### config.mk
export PLATFORM = sky130hd
export DESIGN_NAME = brownout_monitor
export DESIGN_NICKNAME = d
export VERILOG_FILES = /design/src/rtl/brownout_monitor.sv
export SDC_FILE = /design/constraint.sdc
export NUM_CORES = 1
export LEC_CHECK = 0
export ABC_AREA = 1
export CORE_AREA = 2 2 39 41
export DETAILED_ROUTE_END_ITERATION = 8
export DIE_AREA = 0 0 41 43
export DONT_BUFFER_PORTS = 1
export PLACE_DENSITY = 0.66
export SETUP_SLACK_MARGIN = 0.15
export SYNTH_ARGS = -nofsm -noshare
export SYNTH_HDL_FRONTEND = slang
export SYNTH_SLANG_ARGS = --single-unit
### constraint.sdc
create_clock -name clk -period 3.1 [get_ports clk]
set_clock_uncertainty 0.15 [all_clocks]
set_input_delay 0.31 -clock clk [delete_from_list [all_inputs] [get_ports clk]]
set_output_delay 0.31 -clock clk [all_outputs]
set_load 0.03 [all_outputs]
### src/rtl/brownout_monitor.sv
module brownout_monitor #(
  parameter int W           = 10,
  parameter int WARN_THR    = 590,
  parameter int WARN_HYST   = 8,
  parameter int RST_THR     = 530,
  parameter int RST_HYST    = 8,
  parameter int MIN_RST_CYC = 16   // must be >= 1
) (
  input  logic         clk,
  input  logic         rst_n,
  input  logic [W-1:0] vcode,
  input  logic         por_active,
  input  logic         irq_en,
  input  logic         irq_clr,
  output logic         warn_status,
  output logic         irq,
  output logic         bod_rst
);
  localparam logic [W:0] WARN_SET = (W+1)'(WARN_THR);
  localparam logic [W:0] WARN_CLR = (W+1)'(WARN_THR + WARN_HYST);
  localparam logic [W:0] RST_SET  = (W+1)'(RST_THR);
  localparam logic [W:0] RST_CLR  = (W+1)'(RST_THR + RST_HYST);
  localparam int         CW       = $clog2(MIN_RST_CYC + 1);
  localparam logic [CW-1:0] CNT_MIN = CW'(MIN_RST_CYC);

  logic [W:0]    vx;
  logic          warn_q, pend_q, rlvl_q, rst_q;
  logic [CW-1:0] cnt_q;
  logic          warn_d, rlvl_d, warn_rise;

  assign vx        = {1'b0, vcode};
  assign warn_d    = (vx < WARN_SET) | (warn_q & ~(vx > WARN_CLR));
  assign rlvl_d    = (vx < RST_SET)  | (rlvl_q & ~(vx > RST_CLR));
  assign warn_rise = warn_d & ~warn_q;

  always_ff @(posedge clk or negedge rst_n) begin
    if (!rst_n) begin
      warn_q <= 1'b0;
      pend_q <= 1'b0;
      rlvl_q <= 1'b0;
      rst_q  <= 1'b0;
      cnt_q  <= '0;
    end else if (por_active) begin
      warn_q <= 1'b0;
      pend_q <= 1'b0;
      rlvl_q <= 1'b0;
      rst_q  <= 1'b0;
      cnt_q  <= '0;
    end else begin
      warn_q <= warn_d;
      pend_q <= warn_rise | (pend_q & ~irq_clr);
      rlvl_q <= rlvl_d;
      if (!rst_q) begin
        if (rlvl_d) begin
          rst_q <= 1'b1;
          cnt_q <= CW'(1);
        end
      end else if (cnt_q < CNT_MIN) begin
        cnt_q <= cnt_q + CW'(1);
      end else if (!rlvl_d) begin
        rst_q <= 1'b0;
      end
    end
  end

  assign warn_status = warn_q;
  assign irq         = pend_q & irq_en;
  assign bod_rst     = rst_q;

  // Independent run-length monitor of the reset output
  logic [CW-1:0] hi_run;
  always_ff @(posedge clk or negedge rst_n) begin
    if (!rst_n)                 hi_run <= '0;
    else if (!rst_q)            hi_run <= '0;
    else if (hi_run < CNT_MIN)  hi_run <= hi_run + CW'(1);
  end


  min_hold_chk: assert property (@(posedge clk) disable iff (!rst_n)
    $fell(bod_rst) && !$past(por_active) |-> hi_run >= CNT_MIN);


  por_handoff_chk: assert property (@(posedge clk) disable iff (!rst_n)
    $past(por_active) |-> !bod_rst && !warn_status && !irq);


  warn_set_chk: assert property (@(posedge clk) disable iff (!rst_n)
    $rose(warn_status) |-> {1'b0, $past(vcode)} < WARN_SET);


  warn_clr_chk: assert property (@(posedge clk) disable iff (!rst_n)
    $fell(warn_status) && !$past(por_active) |-> {1'b0, $past(vcode)} > WARN_CLR);


  rst_clr_chk: assert property (@(posedge clk) disable iff (!rst_n)
    $fell(bod_rst) && !$past(por_active) |-> {1'b0, $past(vcode)} > RST_CLR);


  pend_keep_chk: assert property (@(posedge clk) disable iff (!rst_n)
    irq && !irq_clr && !por_active && $stable(irq_en) |=> irq || !irq_en);
endmodule

==> results.sh, run 1 <==
export IMPL_cts_hold_buf=2
export IMPL_fmax_ghz=0.7612
export IMPL_rsz0062_at_grt="false"
export IMPL_die_w_um=41
export IMPL_path_cells="nand2_1, inv_1"
export IMPL_nets=103
export IMPL_cts_sinks=9
export IMPL_n_antenna_cell=0
export IMPL_outcome="completed"
export IMPL_final_common_cell="nand2_1"
export IMPL_p_total_mw=0.2620
export IMPL_critPathSlowestCell="dfrtp_1"
export IMPL_drive_gt1_share_pct=11.63
export IMPL_post_place_ws_ns=1.816
export IMPL_routed_wl_mm=1.136
export IMPL_vias=534
export IMPL_synth_fp_nets=96
export IMPL_dieArea_mm2=0.001763
export IMPL_grt_total_usage_pct=15.35
export IMPL_syn_area_um2=569.3
export IMPL_synthCells=80
export IMPL_synth_cell_types=20
export IMPL_final_hold_viol_count=0
export IMPL_tns_ns=0
export IMPL_wl_per_cell_um=11.14
export IMPL_core_mm2=0.001384
export IMPL_placed_cells=96
export IMPL_grt_pass1_wl_mm=1.718
export IMPL_crit_type="flip-flop to output pin"
export IMPL_cp_start_kind="flip-flop"
export IMPL_drtIter0Drc=11
export IMPL_insertion_delay_ns=0.26
export IMPL_grt_max_degree=10
export IMPL_syn_to_final_growth_pct=11.65
export IMPL_peakVddDrop_uv=262.8
export IMPL_finalWorstSetupSlack_ns=1.786
export IMPL_cap_violations=0
export IMPL_io_pins=18
export IMPL_cp_max_fo=2
export IMPL_yosysSeqAreaShare_pct=39.56
export IMPL_clkTransAtPathRegs_ns=0.06
export IMPL_htree_levels=1
export IMPL_postCtsSetupRepairBufs=0
export IMPL_via_per_inst=5.235
export IMPL_slew_violations=0
export IMPL_cts_resized=0
export IMPL_period_minus_slack_ns=1.314
export IMPL_cts_tree="done"
export IMPL_cts_root_buf="clkbuf_4"
export IMPL_worstPathArrival_ns=0.85
export IMPL_gp_congestion=0.8252
export IMPL_synth_warnings=0
export IMPL_io_buffers=0
export IMPL_clockBufferDepth=2
export IMPL_ys_ff_latch=9
export IMPL_antenna_found_initial=0
export IMPL_start_util_pct=41.14
export IMPL_drc=0
export IMPL_numCtsBuffers=3
export IMPL_cpPeakStageDelay_ns=0.34
export IMPL_fillers=142
export IMPL_max_slew_margin_rel_pct=72.48
export IMPL_crit_required_ns=2.64
export IMPL_grt_overflow=0
export IMPL_setup_viol=0
export IMPL_ant_nets=0
export IMPL_rows=14
export IMPL_leakage_nw=0.3427
export IMPL_drt_first_pass_iters=4
export IMPL_post_route_util_pct=45.93
export IMPL_dp_hpwl_um=921.7
export IMPL_min_period_over_period_pct=42.38
export IMPL_power_density_mw_per_mm2=412.2
export IMPL_min_path_type="input pin to flip-flop"
export IMPL_syn_area_per_cell_um2=7.116
export IMPL_worstMarginPinSlew_ns=0.4114
export IMPL_grt_pass1_vias=477
export IMPL_final_cell_count_no_fill=102
export IMPL_dieHeight_um=43
export IMPL_critPathCaptureType="output pin"
export IMPL_final_cell_mix="25 x nand2_1, 10 x inv_1, 10 x nor2_1"
==> worst max-delay path, delay by kind of cell (launching register included) <==
family                 cells  cell delay [ns]
and+or+nand+nor            1             0.05
buffers and inverters      1             0.20
DFF                        1             0.34
==> cell type report <==
type / count / area, um^2 / area share, %
Tap cell: 16 / 20.02 / 3.150
Inverter: 10 / 37.54 / 5.906
Clock buffer: 4 / 26.28 / 4.134
Timing Repair Buffer: 2 / 20.02 / 3.150
Sequential cell: 9 / 225.2 / 35.43
Multi-Input combinational cell: 61 / 306.5 / 48.23
==> synthesized netlist by cell type <==
library cell,number,area share (%)
nor2_1,10,6.6
nand3_1,7,6.2
a31o_2,1,1.5
nand2_2,2,2.2
nand2_4,1,2.0
nand2_1,25,16
o21ai_1,1,0.88
nand3_2,1,1.8
a31oi_1,1,1.1
ha_1,1,2.2
nand4_1,1,1.1
o21ai_0,1,0.88
o21bai_1,1,1.3
nand3_4,1,3.1
nor3_1,1,0.88
dfrtp_1,9,40
a21oi_1,4,3.5
and2_1,1,1.1
inv_1,10,6.6
nor2_2,1,1.1
==> routing by layer <==
layer	part of all wire, %	global-route usage, %
met3	8.2	3.665
met5	0	0
met1	38	14.05
met2	50	25.31
met4	3.7	14.00
==> cells by family (layout without fill, tap and decap cells) <==
kind of cell | after synthesis | count (layout) | synth area share, %
AND/OR/NAND/NOR | 51 | 51 | 42.42
AO/OA/AOI/OAI | 9 | 9 | 9.231
flip-flops | 9 | 9 | 39.56
adder cells (fa/ha/maj) | 1 | 1 | 2.197
buffers and inverters | 10 | 16 | 6.594
==> power by group <==
| part | internal [mW] | switching, mW |
|---|---|---|
| registers | 0.124 | 0.0111 |
| clock network | 0.0495 | 0.0401 |
| logic | 0.0147 | 0.0225 |
| total | 0.188 | 0.0737 |
==> path summary, 6_finish.rpt <==
kind                                      start                    to  slack, ns  cells after the start
max                            pend_q$_DFF_PN0_                   irq       1.79                      2
min                                     irq_clr      pend_q$_DFF_PN0_       0.06                      3
max reg2reg                cnt_q[0]$_DFFE_PN0P_  cnt_q[2]$_DFFE_PN0P_       1.80                      6
min reg2reg                cnt_q[4]$_DFFE_PN0P_  cnt_q[4]$_DFFE_PN0P_       0.36                      2
max in group asynchronous                 rst_n  cnt_q[3]$_DFFE_PN0P_       2.25                      1
min in group asynchronous                 rst_n      rlvl_q$_DFF_PN0_       0.26                      1
==> registers in the layout, summed over array words and instances, names as in the netlist <==
signal and count:
rlvl_q 1, cnt_q 5, pend_q 1, warn_status 1
bod_rst 1
==> per-stage QoR <==
stage               instance area, um^2  hold slack [ns]
floorplan                         569.3          -0.1356
global placement                  589.3          -0.1354
detailed placement                589.3          -0.1353
CTS                               635.6          0.05515
global route                      635.6          0.06385
finish                            635.6          0.05525
(Power assumes the default switching activity.)
==> run 2: changes to the inputs <==
==> constraint.sdc (replaced) <==
create_clock -name clk -period 1.3 [get_ports clk]
set_clock_uncertainty 0.15 [all_clocks]
set_input_delay 0.13 -clock clk [delete_from_list [all_inputs] [get_ports clk]]
set_output_delay 0.13 -clock clk [all_outputs]
set_load 0.03 [all_outputs]
==> results.sh, run 2 (same netlist as run 1, synthesis figures left out) <==
export IMPL_regMostFlops="cnt_q"
export IMPL_holdWs_ns=-0.2330
export IMPL_grt_overflow=0
export IMPL_io_pins=18
export IMPL_numCtsBuffers=3
export IMPL_p_total_mw=0.6762
export IMPL_start_util_pct=41.14
export IMPL_rsz0062_at_grt="true"
export IMPL_grt_total_usage_pct=15.67
export IMPL_regArea_um2=226.5
export IMPL_multi_input_comb_area_um2=336.6
export IMPL_wl_met3_um=67
export IMPL_syn_to_final_growth_pct=32.31
export IMPL_ant_nets=0
export IMPL_routed_wl_mm=1.212
export IMPL_rr_endpoint="cnt_q[2]$_DFFE_PN0P_"
export IMPL_core_mm2=0.001384
export IMPL_cts_tree="done"
export IMPL_drc=0
export IMPL_rr_worst_depth=6
export IMPL_antenna_found_initial=0
export IMPL_cap_violations=0
export IMPL_final_cell_mix="24 x nand2_1, 9 x inv_1, 8 x nor2_1, 8 x dfrtp_1, 7 x nand3_1"
export IMPL_wl_per_cell_um=10.92
export IMPL_max_slew_margin_rel_pct=72.26
export IMPL_r2r_setup_slack_ns=0.13
export IMPL_pwr_share_comb_pct=21.3
export IMPL_htree_levels=1
export IMPL_failed_checks="negative hold slack"
export IMPL_clkTransAtPathRegs_ns=0.06
export IMPL_drtIter0Drc=5
export IMPL_drt_first_pass_iters=4
export IMPL_insertion_delay_ns=0.27
export IMPL_cts_hold_buf=7
export IMPL_grt_max_degree=10
export IMPL_critPathCaptureType="flip-flop"
export IMPL_min_period_over_period_pct=89.72
export IMPL_wl_met1_um=506
export IMPL_grt_pass1_wl_mm=1.821
export IMPL_crit_required_ns=1.36
export IMPL_cts_root_buf="clkbuf_4"
export IMPL_p_sw_share_pct=29.04
export IMPL_outcome="finished, violations left"
export IMPL_dieArea_mm2=0.001763
export IMPL_top_layer="met4"
export IMPL_drive_gt1_share_pct=23.16
export IMPL_cp_startpoint="cnt_q[0]$_DFFE_PN0P_"
export IMPL_cp_max_fo=2
export IMPL_dpl_cell_area_um2=610.6
export IMPL_rows=14
export IMPL_worstPathArrival_ns=1.23
export IMPL_fmax_ghz=0.8573
export IMPL_tns_ns=0
export IMPL_power_internal_mw=0.4798
export IMPL_vias=545
export IMPL_final_common_cell="nand2_1"
export IMPL_nets=112
export IMPL_worstMarginPinSlew_ns=0.4148
export IMPL_n_antenna_cell=0
export IMPL_grt_pass1_vias=487
export IMPL_min_path_type="input pin to flip-flop"
export IMPL_p_clk_share_pct=32.9
export IMPL_final_hold_viol_count=5
export IMPL_dr_wl_met2_um=602
export IMPL_power_density_mw_per_mm2=897.7
export IMPL_via_per_inst=4.910
export IMPL_holdPathEnd="rlvl_q$_DFF_PN0_"
export IMPL_switching_power_mw=0.1963
export IMPL_peakVddDrop_uv=519.8
export IMPL_io_buffers=0
export IMPL_die_w_um=41
export IMPL_slew_violations=0
export IMPL_cp_start_kind="flip-flop"
export IMPL_final_cell_area_um2=753.2
export IMPL_largest_reg_flops=5
export IMPL_gp_congestion=0.8291
export IMPL_r2r_start="cnt_q[0]$_DFFE_PN0P_"
export IMPL_clockBufferDepth=2
export IMPL_crit_type="flip-flop to flip-flop"
export IMPL_period_minus_slack_ns=1.166
export IMPL_dp_hpwl_um=855.4
export IMPL_fillers=137
export IMPL_hold_depth=1
export IMPL_dieHeight_um=43
export IMPL_min_from="por_active"
export IMPL_setup_viol=0
export IMPL_leakage_nw=0.3890
export IMPL_cts_sinks=9
export IMPL_seq_power_share_pct=45.8
## run 2: cell types whose count changed in the layout (fill, tap and decap cells not counted), sizes merged
cell	before	now
buf	0	4
dlygate4sd3	2	6
dlymetal6s4s	0	1
## run 2: final cells by class
| class | count | share of cell area, % |
|---|---|---|
| Sequential cell | 9 | 30.07 |
| Tap cell | 16 | 2.658 |
| Clock buffer | 4 | 3.488 |
| Inverter | 10 | 4.983 |
| Timing Repair Buffer | 11 | 14.12 |
| Multi-Input combinational cell | 61 | 44.68 |
## run 2: stage by stage
step	hold slack (ns)	utilization, %	worst slack [ns]	std cells
after global routing	-0.2318	54.43	0.08341	111
after floorplan	-0.3156	-	0.1574	80
after CTS	-0.2310	52.80	0.1437	111
final	-0.2330	54.43	0.1336	111
after detailed placement	-0.3154	44.12	0.08249	98
after global placement	-0.3154	44.12	0.1300	98
## run 2: power groups by stage
stage / clock [mW] / combinational (mW) / sequential, mW
2_1_floorplan: 0 / 0.0684 / 0.325
3_3_place_gp: 0 / 0.0969 / 0.317
3_5_place_dp: 0 / 0.0972 / 0.318
4_1_cts: 0.224 / 0.137 / 0.309
5_1_grt: 0.238 / 0.161 / 0.312
6_report: 0.223 / 0.144 / 0.310
## run 2: worst max-delay path by stage
stage / endpoint / slack [ns] / cells past startpoint
global placement: cnt_q[2]$_DFFE_PN0P_ / 0.13 / 6
floorplan: cnt_q[2]$_DFFE_PN0P_ / 0.16 / 6
detailed placement: cnt_q[2]$_DFFE_PN0P_ / 0.08 / 6
finish: cnt_q[2]$_DFFE_PN0P_ / 0.13 / 6
CTS: cnt_q[2]$_DFFE_PN0P_ / 0.14 / 6
global route: cnt_q[2]$_DFFE_PN0P_ / 0.08 / 6
## run 2: metal layers
layer	track usage, %	vias to the layer above
met5	0	-
met4	12.00	0
met3	3.141	5
met2	25.62	14
met1	16.11	241
li1	-	285
## run 2: repair_timing
action                     4_1_cts  5_1_grt
pin swaps                        0        1
gates resized for setup          2        6
hold endpoints to repair        18        5
buffers inserted                 2        0
setup endpoints to repair        2       10
## run 2: critical path, stage by stage (launching register included)
cell	delay (ns)
dfrtp_1	0.39
ha_2	0.19
nand2_1	0.06
inv_1	0.06
nor3_2	0.10
nand3_1	0.09
nand2_1	0.07
==> run 3: changes to the inputs <==
--- a/config.mk
+++ b/config.mk
@@ -11,7 +11,6 @@
 export DIE_AREA = 0 0 41 43
 export DONT_BUFFER_PORTS = 1
 export PLACE_DENSITY = 0.66
-export SETUP_SLACK_MARGIN = 0.15
 export SYNTH_ARGS = -nofsm -noshare
 export SYNTH_HDL_FRONTEND = slang
 export SYNTH_SLANG_ARGS = --single-unit
==> results.sh, run 3 (same netlist as run 1, synthesis figures left out) <==
export IMPL_via_per_inst=4.857
export IMPL_period_minus_slack_ns=1.209
export IMPL_worstMarginPinSlew_ns=0.4352
export IMPL_cpPeakStageDelay_ns=0.41
export IMPL_antenna_found_initial=0
export IMPL_worstPathArrival_ns=1.26
export IMPL_slew_violations=0
export IMPL_tns_ns=0
export IMPL_final_cell_area_um2=730.7
export IMPL_postCtsSetupRepairBufs=0
export IMPL_clkTransAtPathRegs_ns=0.06
export IMPL_grt_pass1_wl_mm=1.869
export IMPL_grt_pass1_vias=473
export IMPL_drt_first_pass_iters=4
export IMPL_final_cell_mix="25 x nand2_1, 10 x inv_1, 10 x nor2_1"
export IMPL_drc=0
export IMPL_fmax_ghz=0.8275
export IMPL_core_mm2=0.001384
export IMPL_syn_to_final_growth_pct=28.35
export IMPL_cp_start_kind="flip-flop"
export IMPL_io_pins=18
export IMPL_critPathCaptureType="flip-flop"
export IMPL_setup_viol=0
export IMPL_cts_sinks=9
export IMPL_insertion_delay_ns=0.26
export IMPL_grt_max_degree=10
export IMPL_drtIter0Drc=13
export IMPL_clockBufferDepth=2
export IMPL_largest_reg_flops=5
export IMPL_gp_congestion=0.8705
export IMPL_cts_tree="done"
export IMPL_fillers=141
export IMPL_peakVddDrop_uv=685.3
export IMPL_placed_cells=99
export IMPL_critPathSlowestCell="dfrtp_1"
export IMPL_min_path_type="input pin to flip-flop"
export IMPL_final_hold_viol_count=0
export IMPL_rows=14
export IMPL_critPathTopFamily="flip-flops"
export IMPL_routed_wl_mm=1.257
export IMPL_numCtsBuffers=3
export IMPL_crit_buf_inv=1
export IMPL_dpl_cell_area_um2=611.8
export IMPL_max_slew_margin_rel_pct=70.89
export IMPL_cp_max_fo=4
export IMPL_p_total_mw=0.6618
export IMPL_crit_type="flip-flop to flip-flop"
export IMPL_outcome="completed"
export IMPL_final_cell_count_no_fill=112
export IMPL_min_period_over_period_pct=92.96
export IMPL_dieArea_mm2=0.001763
export IMPL_vias=544
export IMPL_cap_violations=0
export IMPL_dp_hpwl_um=938.7
export IMPL_leakage_nw=0.3958
export IMPL_dieHeight_um=43
export IMPL_drive_gt1_share_pct=13.54
export IMPL_ant_nets=0
export IMPL_final_common_cell="nand2_1"
export IMPL_start_util_pct=41.14
export IMPL_power_density_mw_per_mm2=905.7
export IMPL_path_cells="ha_1, nand2_1, inv_1, nor3_1, nand3_1, nand2_1"
export IMPL_regArea_um2=225.2
export IMPL_nets=113
export IMPL_cts_root_buf="clkbuf_4"
export IMPL_crit_required_ns=1.35
export IMPL_grt_total_usage_pct=16.38
export IMPL_regMostFlops="cnt_q"
export IMPL_cp_common_cell="nand2_1"
export IMPL_rsz0062_at_grt="false"
export IMPL_wl_per_cell_um=11.22
export IMPL_htree_levels=1
export IMPL_multi_input_comb_area_um2=306.5
export IMPL_die_w_um=41
export IMPL_grt_overflow=0
export IMPL_holdWs_ns=0.01396
export IMPL_io_buffers=0
export IMPL_n_antenna_cell=0
-- run 3: area by class of cell --
cell class / instances / area share [%]
tap: 16 / 2.740
timing repair buffer: 12 / 15.75
clock buffer: 4 / 3.596
inverter: 10 / 5.137
multi-input combinational: 61 / 41.95
sequential: 9 / 30.82
-- run 3: worst min-delay path: cells and delay by family --
kind	cells	cell delay, ns
and+or+nand+nor	4	0.26
-- run 3: routing by layer --
layer	global-route usage [%]	wire (um)	part of all wire, %
met1	18.12	494	39
met2	26.88	663	53
met3	4.712	80	6.4
met4	8.000	19	1.5
met5	0	0	0
-- run 3: stage by stage --
| stage | util, % | setup WS [ns] |
|---|---|---|
| floorplan | - | 0.09675 |
| global placement | 44.21 | 0.1347 |
| detailed placement | 44.21 | 0.1055 |
| CTS | 52.62 | 0.05648 |
| global route | 52.80 | 0.02193 |
| finish | 52.80 | 0.09149 |
-- run 3: path summary, 6_finish.rpt --
kind | startpoint | to | slack (ns) | cells past startpoint
max reg2reg | cnt_q[1]$_DFFE_PN0P_ | cnt_q[2]$_DFFE_PN0P_ | 0.09 | 6
min in group asynchronous | rst_n | cnt_q[4]$_DFFE_PN0P_ | 0.10 | 1
min | por_active | cnt_q[2]$_DFFE_PN0P_ | 0.01 | 4
min reg2reg | cnt_q[1]$_DFFE_PN0P_ | cnt_q[1]$_DFFE_PN0P_ | 0.38 | 2
max | cnt_q[1]$_DFFE_PN0P_ | cnt_q[2]$_DFFE_PN0P_ | 0.09 | 6
max in group asynchronous | rst_n | cnt_q[2]$_DFFE_PN0P_ | 0.60 | 1
-- run 3: power breakdown --
group / total, mW / internal, mW / switching, mW
combinational: 0.135 / 0.0597 / 0.0752
sequential: 0.308 / 0.296 / 0.0122
clock: 0.219 / 0.118 / 0.100
total: 0.662 / 0.474 / 0.188
-- run 3: what timing repair did --
action                                 CTS  global route
resized for setup                        0             1
hold buffers                             9             0
setup endpoints to repair                0             1
endpoints found under the hold margin   17             0
